`config.mk`:
```
export PLATFORM = sky130hd
export DESIGN_NAME = cmt_channel
export DESIGN_NICKNAME = d
export VERILOG_FILES = /design/src/rtl/cmt_pkg.sv /design/src/rtl/cmt_prescaler.sv /design/src/rtl/cmt_counter.sv /design/src/rtl/cmt_flag.sv /design/src/rtl/cmt_channel.sv
export SDC_FILE = /design/constraint.sdc
export NUM_CORES = 1
export LEC_CHECK = 0
export ABC_CLOCK_PERIOD_IN_PS = 2200
export BUFFER_PORTS_ARGS = -buffer_cell sky130_fd_sc_hd__buf_2
export CAP_MARGIN = 10
export CORE_AREA = 10 10 116 128
export DETAILED_ROUTE_END_ITERATION = 8
export DIE_AREA = 0 0 126 138
export SLEW_MARGIN = 5
export SYNTH_ARGS = -nofsm -noshare
export SYNTH_HDL_FRONTEND = slang
export SYNTH_SLANG_ARGS = --single-unit
```
`constraint.sdc`:
```
create_clock -name clk -period 2.2 [get_ports clk]
set_clock_uncertainty 0.05 [all_clocks]
set_input_delay 0.44 -clock clk [delete_from_list [all_inputs] [get_ports clk]]
set_output_delay 0.44 -clock clk [all_outputs]
set_load 0.02 [all_outputs]
```
`src/rtl/cmt_pkg.sv`:
```
package cmt_pkg;

    localparam int CNT_W   = 32;
    localparam int HALF_W  = 16;
    localparam int ADDR_W  = 2;
    localparam int N_RATES = 3;

    // log2 of each division ratio, indexed by rate code
    function automatic int tap_log(input int idx);
        case (idx)
            0:       return 3;
            1:       return 5;
            default: return 7;
        endcase
    endfunction

    localparam int PRE_W = tap_log(N_RATES - 1);

    typedef enum logic [2:0] {
        RATE_DIV8   = 3'b000,
        RATE_DIV32  = 3'b001,
        RATE_DIV128 = 3'b010
    } rate_e;

    typedef enum logic [ADDR_W-1:0] {
        REG_CTRL  = 2'd0,
        REG_COUNT = 2'd1,
        REG_CONST = 2'd2,
        REG_NONE  = 2'd3
    } reg_e;

    // control/status word, LSB first: run, mode16, rate[2:0], ien, spare, match, ovf
    typedef struct packed {
        logic       ovf;
        logic       cmf;
        logic       spare;
        logic       ien;
        logic [2:0] rate;
        logic       mode16;
        logic       run;
    } ctrl_t;

    localparam int CTRL_W  = $bits(ctrl_t);
    localparam int CMF_BIT = 7;
    localparam int OVF_BIT = 8;

    function automatic logic [CNT_W-1:0] width_mask(input logic mode16);
        return mode16 ? {{(CNT_W-HALF_W){1'b0}}, {HALF_W{1'b1}}} : {CNT_W{1'b1}};
    endfunction

endpackage

```
`src/rtl/cmt_prescaler.sv`:
```
module cmt_prescaler
    import cmt_pkg::*;
(
    input  logic       clk,
    input  logic       rst,
    input  logic       run_i,
    input  logic [2:0] rate_i,
    output logic       tick_o
);

    logic [PRE_W-1:0]   pre_q;
    logic [N_RATES-1:0] taps;

    // free-running divider, held at zero while stopped so it restarts on run
    always_ff @(posedge clk) begin
        if (rst || !run_i)
            pre_q <= '0;
        else
            pre_q <= pre_q + PRE_W'(1);
    end

    generate
        for (genvar g = 0; g < N_RATES; g++) begin : g_tap
            localparam int LG = tap_log(g);
            assign taps[g] = run_i && (&pre_q[LG-1:0]);
        end
    endgenerate

    always_comb begin
        case (rate_i)
            RATE_DIV8:   tick_o = taps[0];
            RATE_DIV32:  tick_o = taps[1];
            RATE_DIV128: tick_o = taps[2];
            default:     tick_o = 1'b0;
        endcase
    end


    tick_single_cycle_chk: assert property (@(posedge clk) disable iff (rst)
        tick_o |=> !tick_o);


    no_tick_stopped_chk: assert property (@(posedge clk) disable iff (rst)
        !run_i |-> !tick_o);


    no_tick_bad_rate_chk: assert property (@(posedge clk) disable iff (rst)
        (rate_i[2] || (rate_i[1] && rate_i[0])) |-> !tick_o);

endmodule

```
`src/rtl/cmt_counter.sv`:
```
module cmt_counter
    import cmt_pkg::*;
(
    input  logic             clk,
    input  logic             rst,
    input  logic             mode16_i,
    input  logic             tick_i,
    input  logic             cnt_wr_i,
    input  logic             const_wr_i,
    input  logic [CNT_W-1:0] wdata_i,
    output logic [CNT_W-1:0] cnt_o,
    output logic [CNT_W-1:0] const_o,
    output logic             match_o,
    output logic             wrap_o
);

    logic [CNT_W-1:0] cnt_q, const_q, mask;
    logic             hit;

    assign mask    = width_mask(mode16_i);
    assign cnt_o   = cnt_q & mask;
    assign const_o = const_q & mask;

    // a bus write to the counter takes priority over a counting step
    assign hit     = tick_i && !cnt_wr_i && (cnt_o == const_o);
    assign match_o = hit;
    assign wrap_o  = hit && (const_o == mask);

    always_ff @(posedge clk) begin
        if (rst) begin
            cnt_q   <= '0;
            const_q <= '1;
        end else begin
            if (cnt_wr_i)
                cnt_q <= wdata_i & mask;
            else if (hit)
                cnt_q <= '0;
            else if (tick_i)
                cnt_q <= (cnt_o + CNT_W'(1)) & mask;
            if (const_wr_i)
                const_q <= wdata_i & mask;
        end
    end


    clear_on_match_chk: assert property (@(posedge clk) disable iff (rst)
        match_o |=> (cnt_q == '0));


    hold_without_step_chk: assert property (@(posedge clk) disable iff (rst)
        (!tick_i && !cnt_wr_i) |=> $stable(cnt_q));


    upper_zero_write_chk: assert property (@(posedge clk) disable iff (rst)
        (mode16_i && cnt_wr_i) |=> (cnt_q[CNT_W-1:HALF_W] == '0));

endmodule

```
`src/rtl/cmt_flag.sv`:
```
module cmt_flag (
    input  logic clk,
    input  logic rst,
    input  logic set_i,
    input  logic clr_i,
    output logic flag_o
);

    logic flag_q;

    // hardware set outranks a software clear on the same edge
    always_ff @(posedge clk) begin
        if (rst)
            flag_q <= 1'b0;
        else if (set_i)
            flag_q <= 1'b1;
        else if (clr_i)
            flag_q <= 1'b0;
    end

    assign flag_o = flag_q;


    set_wins_chk: assert property (@(posedge clk) disable iff (rst)
        set_i |=> flag_q);


    clear_by_zero_chk: assert property (@(posedge clk) disable iff (rst)
        (clr_i && !set_i) |=> !flag_q);


    sticky_chk: assert property (@(posedge clk) disable iff (rst)
        (!set_i && !clr_i) |=> $stable(flag_q));

endmodule

```
`src/rtl/cmt_channel.sv`:
```
module cmt_channel
    import cmt_pkg::*;
(
    input  logic              clk,
    input  logic              rst,
    input  logic [ADDR_W-1:0] bus_addr,
    input  logic              bus_wr,
    input  logic [CNT_W-1:0]  bus_wdata,
    output logic [CNT_W-1:0]  bus_rdata,
    output logic              irq_o,
    output logic              ovf_o
);

    reg_e             sel;
    ctrl_t            ctrl_q, ctrl_view;
    logic             ctrl_wr, cnt_wr, const_wr;
    logic             tick, match, wrap, cmf, ovf;
    logic [CNT_W-1:0] cnt_val, const_val;

    assign sel      = reg_e'(bus_addr);
    assign ctrl_wr  = bus_wr && (sel == REG_CTRL);
    assign cnt_wr   = bus_wr && (sel == REG_COUNT);
    assign const_wr = bus_wr && (sel == REG_CONST);

    always_ff @(posedge clk) begin
        if (rst) begin
            ctrl_q <= '0;
        end else if (ctrl_wr) begin
            ctrl_q.run    <= bus_wdata[0];
            ctrl_q.mode16 <= bus_wdata[1];
            ctrl_q.rate   <= bus_wdata[4:2];
            ctrl_q.ien    <= bus_wdata[5];
        end
    end

    cmt_prescaler u_pre (
        .clk    (clk),
        .rst    (rst),
        .run_i  (ctrl_q.run),
        .rate_i (ctrl_q.rate),
        .tick_o (tick)
    );

    cmt_counter u_cnt (
        .clk        (clk),
        .rst        (rst),
        .mode16_i   (ctrl_q.mode16),
        .tick_i     (tick),
        .cnt_wr_i   (cnt_wr),
        .const_wr_i (const_wr),
        .wdata_i    (bus_wdata),
        .cnt_o      (cnt_val),
        .const_o    (const_val),
        .match_o    (match),
        .wrap_o     (wrap)
    );

    cmt_flag u_cmf (
        .clk    (clk),
        .rst    (rst),
        .set_i  (match),
        .clr_i  (ctrl_wr && !bus_wdata[CMF_BIT]),
        .flag_o (cmf)
    );

    cmt_flag u_ovf (
        .clk    (clk),
        .rst    (rst),
        .set_i  (wrap),
        .clr_i  (ctrl_wr && !bus_wdata[OVF_BIT]),
        .flag_o (ovf)
    );

    always_comb begin
        ctrl_view       = ctrl_q;
        ctrl_view.spare = 1'b0;
        ctrl_view.cmf   = cmf;
        ctrl_view.ovf   = ovf;
        case (sel)
            REG_CTRL:  bus_rdata = {{(CNT_W-CTRL_W){1'b0}}, ctrl_view};
            REG_COUNT: bus_rdata = cnt_val;
            REG_CONST: bus_rdata = const_val;
            default:   bus_rdata = '0;
        endcase
    end

    assign irq_o = cmf && ctrl_q.ien;
    assign ovf_o = ovf;


    ovf_needs_match_chk: assert property (@(posedge clk) disable iff (rst)
        $rose(ovf_o) |-> $past(match));


    irq_drop_on_disable_chk: assert property (@(posedge clk) disable iff (rst)
        (ctrl_wr && !bus_wdata[5]) |=> !irq_o);

endmodule

```
* After elaboration in Yosys (flattened, before gate mapping)
Index checks and enable logic that the tools add are counted.
** Storage, ports and cells
- Bits of input ports :: 37
- Output and inout port bits :: 34
- Logic and storage cells :: 56
- Flip-flop bits (word level) :: 79
** Cells by class
- Bitwise gates (word level) :: 4
- Reduce and logical (&&, ||, !) cells :: 25
- Equality and inequality tests :: 6
- Muxes and demuxes :: 10
- Add/sub/neg operators :: 2
** Operator list (number)
- bitwise AND 32 bit :: 4
- two-way mux 32 bit :: 4
- one-hot mux 32 bit (3 select lines) :: 1
- == test 32 bit :: 2
- adder 32 x 1 -> 32 bit (second input constant) :: 1
- logical AND 1 bit :: 12
- adder 7 x 1 -> 7 bit (second input constant) :: 1
- AND reduction 7 bit :: 1
- AND reduction 5 bit :: 1
- zero test 1 bit :: 4
- two-way mux 1 bit :: 4
- nonzero test 2 bit :: 2
- == test 3 x 1 -> 1 bit (second input constant) :: 1
- == test 3 x 2 -> 1 bit (second input constant) :: 1
- zero test 3 bit :: 1
- one-hot mux 1 bit (3 select lines) :: 1
- AND reduction 3 bit :: 1
- nonzero test 3 bit :: 1
- == test 2 x 1 -> 1 bit (second input constant) :: 1
- == test 2 bit (second input constant) :: 1
- zero test 2 bit :: 1
- logical OR 1 bit :: 1

* Depth between registers and ports, before layout
Gate-level depths: netlist of run 1.
- Word-level depth :: 7
- Gate-level depth with buffers :: 11
- Mapped depth without buffers :: 10

* Modules after synthesis
From an unflattened synthesis of run 1, not the netlist that was laid out.
** Second synthesis, totals
- Cells, all modules :: 669
- Area total of the unflattened synthesis :: 5592.9 um2
** Modules (own cells, without submodules)
- cmt_counter :: seq. area each 1281.2 um2, area an instance 4398.0 um2, times used 1, cells each 543
- cmt_channel :: seq. area each 120.1 um2, area an instance 788.3 um2, times used 1, cells each 83
- cmt_prescaler :: seq. area each 140.1 um2, area an instance 329.1 um2, times used 1, cells each 35
- cmt_flag :: seq. area each 20.0 um2, area an instance 38.8 um2, times used 2, cells each 4

* Least setup slack after synthesis of run 1
OpenSTA, ideal clock, no wires.
- Path kind :: in2out
- From :: input bus_addr[0]
- To :: output bus_rdata[16]
- Setup slack :: -0.156 ns
- Required time :: 1.710 ns
- Cell stages on the path :: 6
- Buffers on the path :: 3
- Arrival :: 1.866 ns
- Cell sequence :: clkbuf_1 -> nor2b_1 -> clkbuf_1 -> clkbuf_1 -> a22oi_1 -> nor2_1
** Between the ends
- Word-level cells in the longest chain between the ends :: 2
- Elaborated cells on any way between the ends :: 4
- Those cells by class :: eq/ne (2); mux (1); reduce/logical (1)
** Ends and longest elaborated chain
- start: declaration :: line cmt_channel.sv:6 : input logic [ADDR_W-1:0] bus_addr,
- == test 2 bit (tied with other cells) :: line cmt_channel.sv:79 : case (sel)
- one-hot mux 32 bit (3 select lines) * :: line cmt_channel.sv:79
- end: declaration :: line cmt_channel.sv:9 : output logic [CNT_W-1:0] bus_rdata,
Every way passes the cells marked *; elsewhere a longest branch is shown, timed or not.

* Worst setup path after layout of run 1
- From :: register u_pre.pre_q[1]
- To :: register u_cnt.cnt_q[7]
** Between the ends
- Word-level cells in the longest chain between the ends :: 7
- Elaborated cells on any way between the ends :: 12
- Those cells by class :: mux (3); reduce/logical (9)
** Ends and longest elaborated chain
- start: declaration :: line cmt_prescaler.sv:11 : logic [PRE_W-1:0] pre_q;
- start signal: assignment :: line cmt_prescaler.sv:19 : pre_q <= pre_q + PRE_W'(1);
- AND reduction 7 bit (tied with other cells) :: line cmt_prescaler.sv:25 : assign taps[g] = run_i && (&pre_q[LG-1:0]);
- logical AND 1 bit :: line cmt_prescaler.sv:25
- one-hot mux 1 bit (3 select lines) * :: line cmt_prescaler.sv:30 : case (rate_i)
- logical AND 1 bit (2 in a row) :: line cmt_counter.sv:25 : assign hit = tick_i && !cnt_wr_i && (cnt_o == const_o);
- two-way mux 32 bit :: line cmt_counter.sv:36 : else if (hit)
- two-way mux 32 bit :: line cmt_counter.sv:34 : if (cnt_wr_i)
- end signal: assignment :: line cmt_counter.sv:35 : cnt_q <= wdata_i & mask;
- end signal: assignment :: line cmt_counter.sv:39 : cnt_q <= (cnt_o + CNT_W'(1)) & mask;
- end: declaration :: line cmt_counter.sv:17 : logic [CNT_W-1:0] cnt_q, const_q, mask;
Marks and branches as above.
A chain may end at the register's enable or synchronous reset.

==> results.py, run 1 <==
metrics = {
    "run_status": {
        "status": "finished, violations left",
        "failed_checks": "negative setup slack",
    },
    "global_routing": {
        "gr-total-overflow": 0,
        "grt_pass1_wl_um": 26100,
        "antenna_found_initial": 1,
        "grt_pass1_vias": 5099,
        "grt_usage_pct": 18.0,
        "grt_max_degree": 50,
    },
    "clock_network": {
        "clk_pin_slew_worst_paths_ns": 0.07,
        "h-tree-depth": 3,
        "cts_tree": "yes",
        "clock_sinks": 79,
        "clockRootBuffer": "clkbuf_16",
        "cts.path.max_buffers": 2,
        "cts_buffers": 9,
        "insertion_delay_ns": 0.35,
    },
    "setup_path": {
        "crit_fanout": 7,
        "critPathMaxStageDelay_ns": 0.51,
        "worstPathArrival_ns": 2.48,
        "regToRegSetupSlack_ns": -0.04,
        "start_kind": "flop",
        "cp.required_ns": 2.43,
        "slowest_stage": "or4_1",
        "critPathCaptureType": "flop",
        "crit_chain": "ha_4, and3_4, ha_1, inv_1, o21ai_1, buf_4, o311ai_4, buf_4, or4_1, a31oi_1",
        "worstSetupPathType": "flop to flop",
        "cpMostUsedCell": "buf_4",
    },
    "finish": {
        "final_nets": 771,
        "design_area_um2": 6270,
        "ff_latch_area_um2": 1590,
        "fillers": 1196,
        "final_util_pct": 50.7,
        "fin_cells": 893,
        "area_growth_pct": 28.5,
        "drive_above_1_share_pct": 27.9,
        "multi_input_area_um2": 3180,
    },
    "yosys": {
        "ys_warn_count": 0,
        "avgSynthCellArea_um2": 7.73,
        "synth_edf_count": 0,
        "yosys.area.top_type": "dfxtp_1",
        "synth_area_leaders": "dfxtp_1, xor2_1, nor2_1",
        "ys.flop_type": "dfxtp_1",
        "syn_area_um2": 4880,
        "ys_seq_area_share_pct": 32.4,
        "synthDistinctLibCells": 53,
        "ys_ff_latch": 79,
        "syn_nets": 672,
        "synth-async-reset-ratio_pct": 0,
        "synth_cells": 631,
        "synthDominantCellAreaShare_pct": 32.4,
    },
    "route": {
        "drc_errors": 0,
        "firstDrtPassIters": 5,
        "finalWirelength_um": 16100,
        "vias": 5118,
        "drtIter0Drc": 400,
        "wl_per_cell_um": 18.0,
        "via_per_inst": 5.73,
        "antenna_left": 0,
    },
    "sta": {
        "setup_ws_ns": -0.0432,
        "max_freq_mhz": 446,
        "period_minus_slack_ns": 2.24,
        "tns_ns": -0.0833,
        "setup-violations-final": 2,
        "min_period_over_period_pct": 102,
        "hold_viol_final": 0,
        "hold-worst-slack_ns": 0.300,
        "slew_violations": 0,
        "rsz0062_at_grt": "yes",
        "tightest_slew_ns": 0.438,
        "relSlewSlack_pct": 70.7,
    },
    "die": {
        "rows": 43,
        "core_region_area_um2": 12400,
        "die_width_um": 126,
        "pin_count": 71,
        "die_h_um": 138,
        "die_area_um2": 17400,
        "start_util_pct": 39.4,
    },
    "min_path": {
        "hold_class": "primary input to flop",
    },
    "placement": {
        "port_buffers": 70,
        "place_area_um2": 5830,
        "place.gp.congestion": 0.919,
        "place_ws_ns": -0.132,
        "dp_cells": 871,
        "dpl.hpwl_um": 11900,
    },
    "run": {
        "cap_viol_max_count": 0,
    },
    "power": {
        "power.leakage_nw": 2.55,
        "power.density_nw_per_um2": 588,
        "power_mw": 3.69,
        "ir_drop_mv": 0.294,
    },
}
==> synth_stat cells, types with 3 or more instances <==
master,number
xor2_1,34
clkbuf_1,39
or3_1,3
or4_1,3
nand2_1,52
nand2b_1,17
buf_2,17
a21oi_1,22
nand3_1,24
a211o_1,32
nand4_1,18
ha_1,4
nor3_1,11
o31ai_1,3
xnor2_1,15
mux2i_1,8
o21ai_0,15
nor2_1,77
a22oi_1,16
and3_1,21
o21bai_1,3
o22ai_1,13
inv_1,4
dfxtp_1,79
and2_1,11
a22o_1,8
a211oi_1,4
nor4_1,12
a31oi_1,23
nor2b_1,6
nor3b_1,5
==> logic make-up after synthesis <==
| group | synth area share [%] |
|---|---|
| flip-flops | 32.4 |
| buffers and inverters | 5.74 |
| adder cells (fa/ha/maj) | 1.03 |
| AND/OR/NAND/NOR | 27.5 |
| AO/OA/AOI/OAI | 22.4 |
| multiplexers | 2.10 |
| XOR/XNOR | 8.80 |
==> worst paths after layout <==
kind                                           startpoint                          end  cells after the start
worst max-delay path            u_pre.pre_q[1]$_SDFF_PP0_  u_cnt.cnt_q[7]$_SDFFE_PP0P_                     10
worst min-delay path                         bus_wdata[2]       ctrl_q[2]$_SDFFE_PP0P_                      3
worst max register to register  u_pre.pre_q[1]$_SDFF_PP0_  u_cnt.cnt_q[7]$_SDFFE_PP0P_                     10
worst min register to register     ctrl_q[5]$_SDFFE_PP0P_       ctrl_q[5]$_SDFFE_PP0P_                      2
==> power by group <==
group | switching (mW) | internal (mW) | leakage, nW
registers | 0.0784 | 1.50 | 0.648
clock network | 0.638 | 0.794 | 0.132
logic | 0.385 | 0.295 | 1.77
total | 1.10 | 2.59 | 2.55
==> metal layers <==
metal  part of all wire (%)  GRT usage (%)  vias to the layer above  routed length, um
li1                       -              -                     2484                  -
met1                     44           22.5                     2425               7140
met2                     47           28.7                      187               7510
met3                    6.9           4.40                       22               1120
met4                    2.0           7.44                        0                325
met5                      0              0                        -                  0
==> critical path, delay by kind of cell (launching register included) <==
kind / cells / cell delay [ns]
simple gates: 2 / 0.71
compound gates: 3 / 0.42
buf+inv: 3 / 0.38
flops: 1 / 0.35
fa+ha+maj: 2 / 0.28
==> flip-flops by register name (all words and copies together) (netlist names) <==
| signal | cells |
|---|---|
| ctrl_q | 6 |
| u_cmf.flag_o | 1 |
| u_cnt.cnt_q | 32 |
| u_cnt.const_q | 32 |
| u_ovf.flag_o | 1 |
| u_pre.pre_q | 7 |
==> layout make-up <==
class / count / area share (%)
diodes: 1 / 0.0399
clock buffers: 11 / 3.87
clock inverters: 5 / 0.539
inverters: 5 / 0.299
multi-input cells: 487 / 50.7
flip-flops and latches: 79 / 25.3
well taps: 157 / 3.13
repair buffers: 148 / 16.1
==> what timing repair did <==
item                                    4_1_cts  5_1_grt
pin swaps                                     2        5
setup buffers                                 3        2
hold buffers                                  0        0
hold endpoints to repair                      0        0
resized for setup                             7       24
endpoints found under the setup margin        9       20
==> cells in the final DEF (no fill, tap or decap), types with 13 or more instances in the layout <==
cell,count
nor2_1,62
o21ai_0,14
nand2_1,51
and3_1,20
xnor2_1,15
o22ai_1,13
nand3_1,24
a31oi_1,22
a211o_1,32
nand4_1,18
buf_4,70
dfxtp_1,74
a22oi_1,16
buf_2,70
nand2b_1,17
nor2_2,15
a21oi_1,20
xor2_1,34
Note: power is estimated with default switching activity, not from simulation.
==> inputs of run 2 (changes only) <==
--- a/config.mk
+++ b/config.mk
@@ -5,13 +5,13 @@
 export SDC_FILE = /design/constraint.sdc
 export NUM_CORES = 1
 export LEC_CHECK = 0
-export ABC_CLOCK_PERIOD_IN_PS = 2200
+export ABC_CLOCK_PERIOD_IN_PS = 2000
 export BUFFER_PORTS_ARGS = -buffer_cell sky130_fd_sc_hd__buf_2
 export CAP_MARGIN = 10
 export CORE_AREA = 10 10 116 128
 export DETAILED_ROUTE_END_ITERATION = 8
 export DIE_AREA = 0 0 126 138
-export SLEW_MARGIN = 5
+export SLEW_MARGIN = 30
 export SYNTH_ARGS = -nofsm -noshare
 export SYNTH_HDL_FRONTEND = slang
 export SYNTH_SLANG_ARGS = --single-unit
==> constraint.sdc (replaced) <==
create_clock -name clk -period 2 [get_ports clk]
set_clock_uncertainty 0.05 [all_clocks]
set_input_delay 0.4 -clock clk [delete_from_list [all_inputs] [get_ports clk]]
set_output_delay 0.4 -clock clk [all_outputs]
set_load 0.02 [all_outputs]
==> run 2 against run 1 <==
Effect of this change: the flow still finishes with violations (negative setup slack); cell count increased by 6.7%; critical path depth decreased by 1; register-to-register slack got worse by 0.09 ns; non-clock buffer count increased by 61; sequential share of layout area decreased by 3.0 points; first-iteration DRC count decreased by 6.3%.
==> results.py, run 2 (same netlist as run 1, synthesis figures left out) <==
metrics = {
    "setup_path": {
        "worstPathArrival_ns": 2.35,
        "crit_fanout": 6,
        "regToRegSetupSlack_ns": -0.13,
        "critPathMaxStageDelay_ns": 0.51,
        "worstSetupPathType": "flop to flop",
        "critPathCaptureType": "flop",
        "cpMostUsedCell": "ha_4",
        "slowest_stage": "or4_4",
        "cp.required_ns": 2.22,
        "reg2reg_depth": 9,
        "start_kind": "flop",
        "crit_chain": "ha_4, and3_4, ha_4, inv_2, o21ai_4, o311ai_4, buf_12, or4_4, a211oi_2",
    },
    "run_status": {
        "status": "finished, violations left",
        "failed_checks": "negative setup slack",
    },
    "sta": {
        "rsz0062_at_grt": "yes",
        "hold_viol_final": 0,
        "relSlewSlack_pct": 71.9,
        "setup_ws_ns": -0.132,
        "period_minus_slack_ns": 2.13,
        "tightest_slew_ns": 0.421,
        "min_period_over_period_pct": 107,
        "setup-violations-final": 28,
        "max_freq_mhz": 469,
        "tns_ns": -1.51,
        "slew_violations": 0,
    },
    "global_routing": {
        "grt_pass1_wl_um": 27600,
        "grt_pass1_vias": 5444,
        "grt_max_degree": 36,
        "antenna_found_initial": 0,
        "grt_usage_pct": 19.1,
        "gr-total-overflow": 0,
    },
    "die": {
        "start_util_pct": 39.4,
        "die_area_um2": 17400,
        "core_region_area_um2": 12400,
        "rows": 43,
        "die_width_um": 126,
        "pin_count": 71,
        "die_h_um": 138,
    },
    "finish": {
        "reg_top3": "u_cnt.cnt_q x32, u_cnt.const_q x32, u_pre.pre_q x7",
        "multi_input_area_um2": 3390,
        "area_growth_pct": 45.9,
        "fin_cells": 953,
        "final_nets": 832,
        "design_area_um2": 7120,
        "final_util_pct": 57.6,
        "final_common_cell": "buf_4",
        "final_cell_mix": "buf_4, dfxtp_1, buf_2",
        "drive_above_1_share_pct": 38.1,
        "fillers": 1106,
        "antenna_cells": 0,
        "ff_latch_area_um2": 1590,
    },
    "route": {
        "via_per_inst": 5.69,
        "wl_per_cell_um": 18.5,
        "finalWirelength_um": 17600,
        "vias": 5427,
        "firstDrtPassIters": 5,
        "drc_errors": 0,
        "antenna_left": 0,
        "drtIter0Drc": 375,
    },
    "clock_network": {
        "cts_hold_buf": 0,
        "cts_buffers": 9,
        "h-tree-depth": 3,
        "clock_sinks": 79,
        "cts.path.max_buffers": 2,
        "clockRootBuffer": "clkbuf_16",
        "cts_tree": "yes",
        "clk_pin_slew_worst_paths_ns": 0.06,
        "insertion_delay_ns": 0.36,
    },
    "placement": {
        "port_buffers": 70,
        "dp_cells": 917,
        "dpl.hpwl_um": 12600,
        "place.gp.congestion": 0.886,
        "place_ws_ns": -0.230,
        "place_area_um2": 6200,
    },
    "min_path": {
        "min_path_cells": 3,
        "hold_class": "primary input to flop",
    },
    "run": {
        "cap_viol_max_count": 0,
    },
    "power": {
        "power.density_nw_per_um2": 607,
        "power.leakage_nw": 2.95,
        "ir_drop_mv": 0.344,
    },
}
run 2: cell count changes in the layout (fill, tap and decap cells not counted), sizes merged:
cell      before  now
clkinvlp       2    0
buf          148  208
clkbuf        11   14
clkinv         3    2
bufinv         0    1
diode          1    0
run 2: worst paths after layout:
check | start | endpoint
worst min register to register | ctrl_q[5]$_SDFFE_PP0P_ | ctrl_q[5]$_SDFFE_PP0P_
worst max-delay path | u_pre.pre_q[0]$_SDFF_PP0_ | u_cnt.cnt_q[13]$_SDFFE_PP0P_
worst max register to register | u_pre.pre_q[0]$_SDFF_PP0_ | u_cnt.cnt_q[13]$_SDFFE_PP0P_
worst min-delay path | bus_wdata[3] | ctrl_q[3]$_SDFFE_PP0P_
run 2: worst max-delay path, delay by kind of cell (launching register included):
| kind | cells | cell delay, ns |
|---|---|---|
| AND/OR/NAND/NOR | 2 | 0.70 |
| flip-flops | 1 | 0.35 |
| buffers and inverters | 2 | 0.21 |
| AO/OA/AOI/OAI | 3 | 0.49 |
| adder cells (fa/ha/maj) | 2 | 0.26 |
run 2: timing repair:
| item | 4_1_cts | 5_1_grt |
|---|---|---|
| setup endpoints to repair | 32 | 39 |
| pin swaps | 32 | 27 |
| cloned | 2 | 1 |
| setup buffers | 6 | 13 |
| resized for setup | 42 | 56 |
run 2: metrics by stage:
step           hold WS, ns  total power [mW]
2_1_floorplan        0.363              2.20
3_3_place_gp         0.407              2.55
3_5_place_dp         0.413              2.57
4_1_cts              0.250              4.32
5_1_grt              0.280              4.48
6_report             0.262              4.32
run 2: final cells by class:
cell class                      count  share of cell area [%]
Inverter                            5                   0.264
Clock buffer                       13                    3.79
Clock inverter                      3                   0.562
Multi-Input combinational cell    487                    47.6
Tap cell                          157                    2.76
Timing Repair Buffer              209                    22.7
Sequential cell                    79                    22.3
run 2: metal layers:
layer / wire [um] / GRT usage, % / up-vias
met4: 494 / 9.24 / 0
li1: - / - / 2602
met5: 0 / 0 / -
met2: 8640 / 32.2 / 195
met1: 7420 / 22.2 / 2595
met3: 1070 / 4.21 / 35
run 2: power by group:
| group | leakage, nW | total (mW) | switching (mW) | internal [mW] |
|---|---|---|---|---|
| clock network | 0.156 | 1.74 | 0.675 | 1.07 |
| logic | 2.15 | 0.871 | 0.489 | 0.382 |
| registers | 0.646 | 1.71 | 0.0632 | 1.65 |
